### config.mk
export PLATFORM = sky130hd
export DESIGN_NAME = trig_timer
export DESIGN_NICKNAME = d
export VERILOG_FILES = /design/src/rtl/trig_timer_pkg.sv /design/src/rtl/tt_regs.sv /design/src/rtl/tt_sync.sv /design/src/rtl/tt_prescale.sv /design/src/rtl/tt_core.sv /design/src/rtl/trig_timer.sv
export SDC_FILE = /design/constraint.sdc
export NUM_CORES = 1
export LEC_CHECK = 0
export BUFFER_PORTS_ARGS = -buffer_cell sky130_fd_sc_hd__clkbuf_2
export CAP_MARGIN = 0
export CORE_MARGIN = 4
export CORE_UTILIZATION = 40
export DETAILED_ROUTE_END_ITERATION = 10
export PLACE_DENSITY = 0.69
export SLEW_MARGIN = 10
export SYNTH_ARGS = -nofsm -noshare
export SYNTH_HDL_FRONTEND = slang
export SYNTH_SLANG_ARGS = --single-unit
### constraint.sdc
create_clock -name clk -period 4.7 [get_ports clk]
set_input_delay 0 -clock clk [delete_from_list [all_inputs] [get_ports clk]]
set_output_delay 0 -clock clk [all_outputs]
set_load 0.02 [all_outputs]
### src/rtl/trig_timer_pkg.sv
package trig_timer_pkg;
  localparam int DATA_W = 8;
  localparam int ADDR_W = 2;

  typedef enum logic [1:0] {
    MODE_NONE0   = 2'b00,
    MODE_NONE1   = 2'b01,
    MODE_ONESHOT = 2'b10,
    MODE_RETRIG  = 2'b11
  } tmode_e;

  localparam logic [ADDR_W-1:0] ADDR_CTRL  = 2'd0;
  localparam logic [ADDR_W-1:0] ADDR_PRESC = 2'd1;
  localparam logic [ADDR_W-1:0] ADDR_INIT  = 2'd2;
endpackage

### src/rtl/tt_regs.sv
module tt_regs
  import trig_timer_pkg::*;
#(
  parameter int CW = 8,
  parameter int PW = 4
) (
  input  logic              clk,
  input  logic              rst_n,
  input  logic              wr_en,
  input  logic [ADDR_W-1:0] wr_addr,
  input  logic [DATA_W-1:0] wr_data,
  input  logic              clr_enable,
  output logic              enable,
  output logic              cont,
  output tmode_e            mode,
  output logic [PW-1:0]     presc,
  output logic [CW-1:0]     init
);
  logic ctrl_wr;
  logic unused_hi;

  assign ctrl_wr   = wr_en && (wr_addr == ADDR_CTRL);
  assign unused_hi = ^wr_data[DATA_W-1:4];

  always_ff @(posedge clk or negedge rst_n) begin
    if (!rst_n) begin
      enable <= 1'b0;
      cont   <= 1'b0;
      mode   <= MODE_NONE0;
      presc  <= '0;
      init   <= '0;
    end else begin
      if (ctrl_wr) begin
        enable <= wr_data[0];
        cont   <= wr_data[1];
        mode   <= tmode_e'(wr_data[3:2]);
      end else if (clr_enable) begin
        enable <= 1'b0;
      end
      if (wr_en && wr_addr == ADDR_PRESC) presc <= wr_data[PW-1:0];
      if (wr_en && wr_addr == ADDR_INIT)  init  <= wr_data[CW-1:0];
    end
  end

  AST_EOC_DISARMS: assert property (@(posedge clk) disable iff (!rst_n)
    (clr_enable && !ctrl_wr) |=> !enable);
endmodule

### src/rtl/tt_sync.sv
module tt_sync #(
  parameter int STAGES = 2
) (
  input  logic clk,
  input  logic rst_n,
  input  logic pin,
  output logic fall
);
  logic [STAGES-1:0] sync_q;
  logic              prev_q;

  generate
    for (genvar i = 0; i < STAGES; i++) begin : g_stage
      if (i == 0) begin : g_first
        always_ff @(posedge clk or negedge rst_n)
          if (!rst_n) sync_q[0] <= 1'b1;
          else        sync_q[0] <= pin;
      end else begin : g_next
        always_ff @(posedge clk or negedge rst_n)
          if (!rst_n) sync_q[i] <= 1'b1;
          else        sync_q[i] <= sync_q[i-1];
      end
    end
  endgenerate

  always_ff @(posedge clk or negedge rst_n)
    if (!rst_n) prev_q <= 1'b1;
    else        prev_q <= sync_q[STAGES-1];

  assign fall = prev_q && !sync_q[STAGES-1];

  AST_FALL_SINGLE: assert property (@(posedge clk) disable iff (!rst_n)
    fall |=> !fall);
endmodule

### src/rtl/tt_prescale.sv
module tt_prescale #(
  parameter int FIXED_DIV = 8,
  parameter int PW        = 4
) (
  input  logic          clk,
  input  logic          rst_n,
  input  logic          load,
  input  logic          run,
  input  logic [PW-1:0] presc,
  output logic          tick
);
  localparam int DIV_W = (FIXED_DIV > 1) ? $clog2(FIXED_DIV) : 1;
  localparam logic [DIV_W-1:0] DIV_LAST = DIV_W'(FIXED_DIV - 1);

  logic [DIV_W-1:0] div_q;
  logic [PW-1:0]    pre_q;
  logic             div_wrap;

  assign div_wrap = (div_q == DIV_LAST);
  assign tick     = run && div_wrap && (pre_q >= presc);

  always_ff @(posedge clk or negedge rst_n) begin
    if (!rst_n) begin
      div_q <= '0;
      pre_q <= '0;
    end else if (load) begin
      div_q <= '0;
      pre_q <= '0;
    end else if (run) begin
      div_q <= div_wrap ? '0 : div_q + 1'b1;
      if (div_wrap) pre_q <= (pre_q >= presc) ? '0 : pre_q + 1'b1;
    end
  end

  AST_TICK_SINGLE: assert property (@(posedge clk) disable iff (!rst_n)
    tick |=> !tick);
endmodule

### src/rtl/tt_core.sv
module tt_core
  import trig_timer_pkg::*;
#(
  parameter int CW = 8
) (
  input  logic          clk,
  input  logic          rst_n,
  input  logic          enable,
  input  logic          cont,
  input  tmode_e        mode,
  input  logic [CW-1:0] init,
  input  logic          fall,
  input  logic          tick,
  output logic          load,
  output logic          run,
  output logic          clr_enable,
  output logic [CW-1:0] cnt,
  output logic          running,
  output logic          irq
);
  logic may_trigger;
  logic eoc;

  assign may_trigger = enable &&
                       ((mode == MODE_ONESHOT && !running) || mode == MODE_RETRIG);
  assign load        = may_trigger && fall;
  assign run         = running && enable;
  assign eoc         = run && tick && !load && (cnt <= CW'(1));
  assign clr_enable  = eoc && !cont;

  always_ff @(posedge clk or negedge rst_n) begin
    if (!rst_n) begin
      cnt     <= '0;
      running <= 1'b0;
      irq     <= 1'b0;
    end else begin
      irq <= eoc;
      if (!enable) begin
        running <= 1'b0;
      end else if (load) begin
        cnt     <= init;
        running <= 1'b1;
      end else if (eoc) begin
        if (cont) begin
          cnt <= init;
        end else begin
          cnt     <= '0;
          running <= 1'b0;
        end
      end else if (running && tick) begin
        cnt <= cnt - 1'b1;
      end
    end
  end

  AST_IRQ_PULSE: assert property (@(posedge clk) disable iff (!rst_n)
    irq |=> !irq);
  AST_IRQ_FROM_ONE: assert property (@(posedge clk) disable iff (!rst_n)
    $rose(irq) |-> ($past(cnt) <= CW'(1)));
  AST_IDLE_HOLD: assert property (@(posedge clk) disable iff (!rst_n)
    (!running && !fall) |=> $stable(cnt));
  AST_CLEAR_STOPS: assert property (@(posedge clk) disable iff (!rst_n)
    !enable |=> !running);
  AST_OFF_MODE: assert property (@(posedge clk) disable iff (!rst_n)
    (!running && (mode == MODE_NONE0 || mode == MODE_NONE1)) |=> !running);
endmodule

### src/rtl/trig_timer.sv
module trig_timer
  import trig_timer_pkg::*;
#(
  parameter int CW          = 8,
  parameter int PW          = 4,
  parameter int FIXED_DIV   = 8,
  parameter int SYNC_STAGES = 2
) (
  input  logic              clk,
  input  logic              rst_n,
  input  logic              wr_en,
  input  logic [ADDR_W-1:0] wr_addr,
  input  logic [DATA_W-1:0] wr_data,
  input  logic              trig_n,
  output logic              irq,
  output logic [CW-1:0]     count_val,
  output logic              enable_q,
  output logic              running
);
  logic          enable, cont, fall, tick, load, run, clr_enable;
  tmode_e        mode;
  logic [PW-1:0] presc;
  logic [CW-1:0] init;

  tt_regs #(.CW(CW), .PW(PW)) u_regs (
    .clk(clk), .rst_n(rst_n), .wr_en(wr_en), .wr_addr(wr_addr),
    .wr_data(wr_data), .clr_enable(clr_enable), .enable(enable),
    .cont(cont), .mode(mode), .presc(presc), .init(init)
  );

  tt_sync #(.STAGES(SYNC_STAGES)) u_sync (
    .clk(clk), .rst_n(rst_n), .pin(trig_n), .fall(fall)
  );

  tt_prescale #(.FIXED_DIV(FIXED_DIV), .PW(PW)) u_pre (
    .clk(clk), .rst_n(rst_n), .load(load), .run(run),
    .presc(presc), .tick(tick)
  );

  tt_core #(.CW(CW)) u_core (
    .clk(clk), .rst_n(rst_n), .enable(enable), .cont(cont), .mode(mode),
    .init(init), .fall(fall), .tick(tick), .load(load), .run(run),
    .clr_enable(clr_enable), .cnt(count_val), .running(running), .irq(irq)
  );

  assign enable_q = enable;
endmodule

==> results.py <==
metrics = {
    "synth": {
        "ys_ff_latch": 36,
        "synth-edff-count": 0,
        "async_reset_ff_frac": 1.000,
        "synth_seq_area_share": 0.4962,
        "syn-cell-area_um2": 1823,
        "syn_nets": 187,
        "ys_types": 42,
        "avgSynthCellArea_um2": 11.12,
        "ys_warn_count": 0,
        "ys.flop_type": "dfrtp_1",
        "synth_cells": 164,
    },
    "route": {
        "drtIter0Drc": 95,
        "vias_per_cell": 5.437,
        "via_count": 1381,
        "ant_nets": 0,
        "wl_per_cell_um": 14.90,
        "drcViolationCount": 0,
        "drt_wl_total_um": 3785,
        "drt_pre_antenna_iters": 4,
    },
    "floorplan": {
        "core_area_um2": 4384,
        "num_rows": 24,
        "fp.dieH_um": 75.51,
        "io_pins": 25,
        "die_x_um": 75.51,
        "start_util": 0.4158,
        "die_area_um2": 5702,
    },
    "placement": {
        "post-place-ws_ns": 2.241,
        "place_congestion": 0.8455,
        "hpwl_um": 2635,
        "io_buffers": 24,
    },
    "critical_path": {
        "start_kind": "flop",
        "timing.rr.start": "u_pre.pre_q[0]$_DFFE_PN0P_",
        "critPathMaxStageDelay_ns": 0.48,
        "ff2ff_setup_slack_ns": 2.21,
        "arrival_ns": 2.66,
        "r2r_cells": 7,
        "endpoint_kind": "flop",
        "crit_family": "compound AO/OA/AOI/OAI gates",
        "crit_required_ns": 4.88,
        "cpMaxStageDelayCell": "a2111o_1",
        "path_class": "reg2reg",
        "critPathBufInv": 1,
        "r2r_end": "u_core.cnt[6]$_DFFE_PN0P_",
        "crit_fanout": 13,
        "worstPathCellList": "inv_1 -> ha_1 -> nand2b_1 -> a2111o_1 -> nand3_1 -> o21ai_2 -> a221o_1",
    },
    "timing": {
        "tns_ns": 0,
        "finalCriticalPeriod_ns": 2.487,
        "rsz0062_at_grt": "no",
        "relSlewSlack": 0.4173,
        "setup_viol": 0,
        "slew_viol_final": 0,
        "max_clock_freq_mhz": 402.1,
        "hold_viol": 0,
        "skew_ns": 0.009844,
        "layout_setup_ws_ns": 2.213,
        "tightest_slew_ns": 0.8740,
        "fin_crit_sh": 0.5291,
        "holdWs_ns": 0.08124,
    },
    "final_layout": {
        "final_cell_mix": "dfrtp_1 (33), clkbuf_2 (24), mux2_2 (15)",
        "drive_above_1_share": 0.2772,
        "nNetsFinal": 224,
        "layout_commonest_cell": "dfrtp_1",
        "syn2layout_area_growth_pct": 19.22,
        "diodes": 0,
    },
    "clock_network": {
        "ctsRootBufferMaster": "clkbuf_8",
        "clockBufferDepth": 2,
        "cts_tree": "yes",
        "clk_pin_slew_ns": 0.07,
        "clock_latency_ns": 0.29,
        "cts_max_level": 2,
        "cts_buffers": 5,
        "cts.sinks": 36,
    },
    "power": {
        "p_leak_nw": 1.010,
        "ir_worst_vdd_uv": 266.2,
        "powerDensity_nw_per_um2": 468.8,
        "total_power_mw": 1.019,
    },
    "global_routing": {
        "grt_pass1_wl_um": 6230,
        "globalRouteOverflowTotal": 0,
        "grt_max_degree": 37,
        "track_usage": 0.1463,
        "antenna_found_initial": 0,
        "grt_pass1_vias": 1315,
    },
    "run_status": {
        "run_status": "completed",
    },
    "worst_hold_path": {
        "hold_depth": 4,
        "min_from": "wr_addr[1]",
        "whs_endpoint": "u_regs.enable$_DFFE_PN0P_",
        "min_path_type": "in2reg",
    },
    "flow_run": {
        "drv_cap": 0,
    },
}
## per-stage QoR
stage | util | std cells | area, um2
global route | 0.4957 | 254 | 2173
CTS | 0.4957 | 254 | 2173
floorplan | - | 164 | 1823
finish | 0.4957 | 254 | 2173
detailed placement | 0.4523 | 236 | 1983
global placement | 0.4523 | 236 | 1983
## synthesized netlist by cell type, types with 2 or more instances
| library cell | n | area, um2 |
|---|---|---|
| dfrtp_1 | 33 | 825.8 |
| mux2_2 | 15 | 168.9 |
| a21oi_1 | 11 | 55.05 |
| nand2_1 | 11 | 41.29 |
| ha_1 | 9 | 112.6 |
| nor2_1 | 9 | 33.78 |
| inv_1 | 8 | 30.03 |
| nand3_1 | 7 | 35.03 |
| nor3_1 | 7 | 35.03 |
| o21ai_0 | 6 | 30.03 |
| a221o_1 | 4 | 40.04 |
| dfstp_2 | 3 | 78.83 |
| nand2b_1 | 3 | 18.77 |
| a211o_1 | 2 | 17.52 |
| a32oi_1 | 2 | 17.52 |
| and3_1 | 2 | 12.51 |
| clkbuf_1 | 2 | 7.510 |
| nand3b_1 | 2 | 15.01 |
| nor3b_1 | 2 | 15.01 |
| nor4_1 | 2 | 12.51 |
| or3_1 | 2 | 12.51 |
| or4_4 | 2 | 22.52 |
## state kept, by name, indices dropped and copies added, names as in the netlist
name	count
u_core.cnt	8
u_regs.init	8
u_pre.pre_q	4
u_regs.presc	4
u_pre.div_q	3
u_regs.mode	2
u_sync.sync_q	2
u_core.irq	1
u_core.running	1
u_regs.cont	1
u_regs.enable	1
u_sync.prev_q	1
## worst reg2reg max path: stages, from the launching register on
cell	delay, ns
dfrtp_1	0.39
inv_1	0.08
ha_1	0.26
nand2b_1	0.14
a2111o_1	0.48
nand3_1	0.45
o21ai_2	0.21
a221o_1	0.38
## how the worst max path moves through the flow
| stage | endpoint | cells past startpoint | startpoint | slack (ns) |
|---|---|---|---|---|
| 2_1_floorplan | u_core.cnt[3]$_DFFE_PN0P_ | 8 | u_pre.pre_q[0]$_DFFE_PN0P_ | 2.42 |
| 3_3_place_gp | u_core.cnt[6]$_DFFE_PN0P_ | 7 | u_pre.pre_q[0]$_DFFE_PN0P_ | 2.30 |
| 3_5_place_dp | u_core.cnt[6]$_DFFE_PN0P_ | 7 | u_pre.pre_q[0]$_DFFE_PN0P_ | 2.24 |
| 4_1_cts | u_core.cnt[6]$_DFFE_PN0P_ | 7 | u_pre.pre_q[0]$_DFFE_PN0P_ | 2.21 |
| 5_1_grt | u_core.cnt[3]$_DFFE_PN0P_ | 7 | u_pre.pre_q[0]$_DFFE_PN0P_ | 2.04 |
| 6_report | u_core.cnt[6]$_DFFE_PN0P_ | 7 | u_pre.pre_q[0]$_DFFE_PN0P_ | 2.21 |
## kinds of logic after synthesis
family / synth area share
XOR/XNOR: 0.004805
adder cells (fa/ha/maj): 0.06177
flip-flops: 0.4962
AND/OR/NAND/NOR: 0.1565
AO/OA/AOI/OAI: 0.1538
buffers and inverters: 0.03432
multiplexers: 0.09266
## power breakdown
group          leakage [nW]  switching, mW  internal [mW]
Sequential            0.445         0.0730          0.381
Clock                0.0455          0.103          0.119
Combinational         0.520          0.191          0.151
Total                  1.01          0.367          0.652
## layout make-up
type	instances	area (um2)
multi-input cells	115	855.8
well taps	52	65.06
repair buffers	35	227.7
flip-flops and latches	36	904.6
clock buffers	8	90.09
inverters	8	30.03
fillers	385	2211
## metal layers
metal,wire length [um],track usage,share of wire,vias to the layer above
met5,0,0,0,-
met4,48,0.04660,0.013,0
met3,250,0.05145,0.066,6
met2,1749,0.2157,0.46,38
met1,1737,0.2022,0.46,647
li1,-,-,-,690
## timing repair
| action | 4_1_cts | 5_1_grt |
|---|---|---|
| setup buffers | 0 | 0 |
| hold buffers | 10 | 0 |
| endpoints found under the hold margin | 49 | 0 |
| resized for setup | 0 | 0 |
Note: power is estimated with default switching activity, not from simulation.
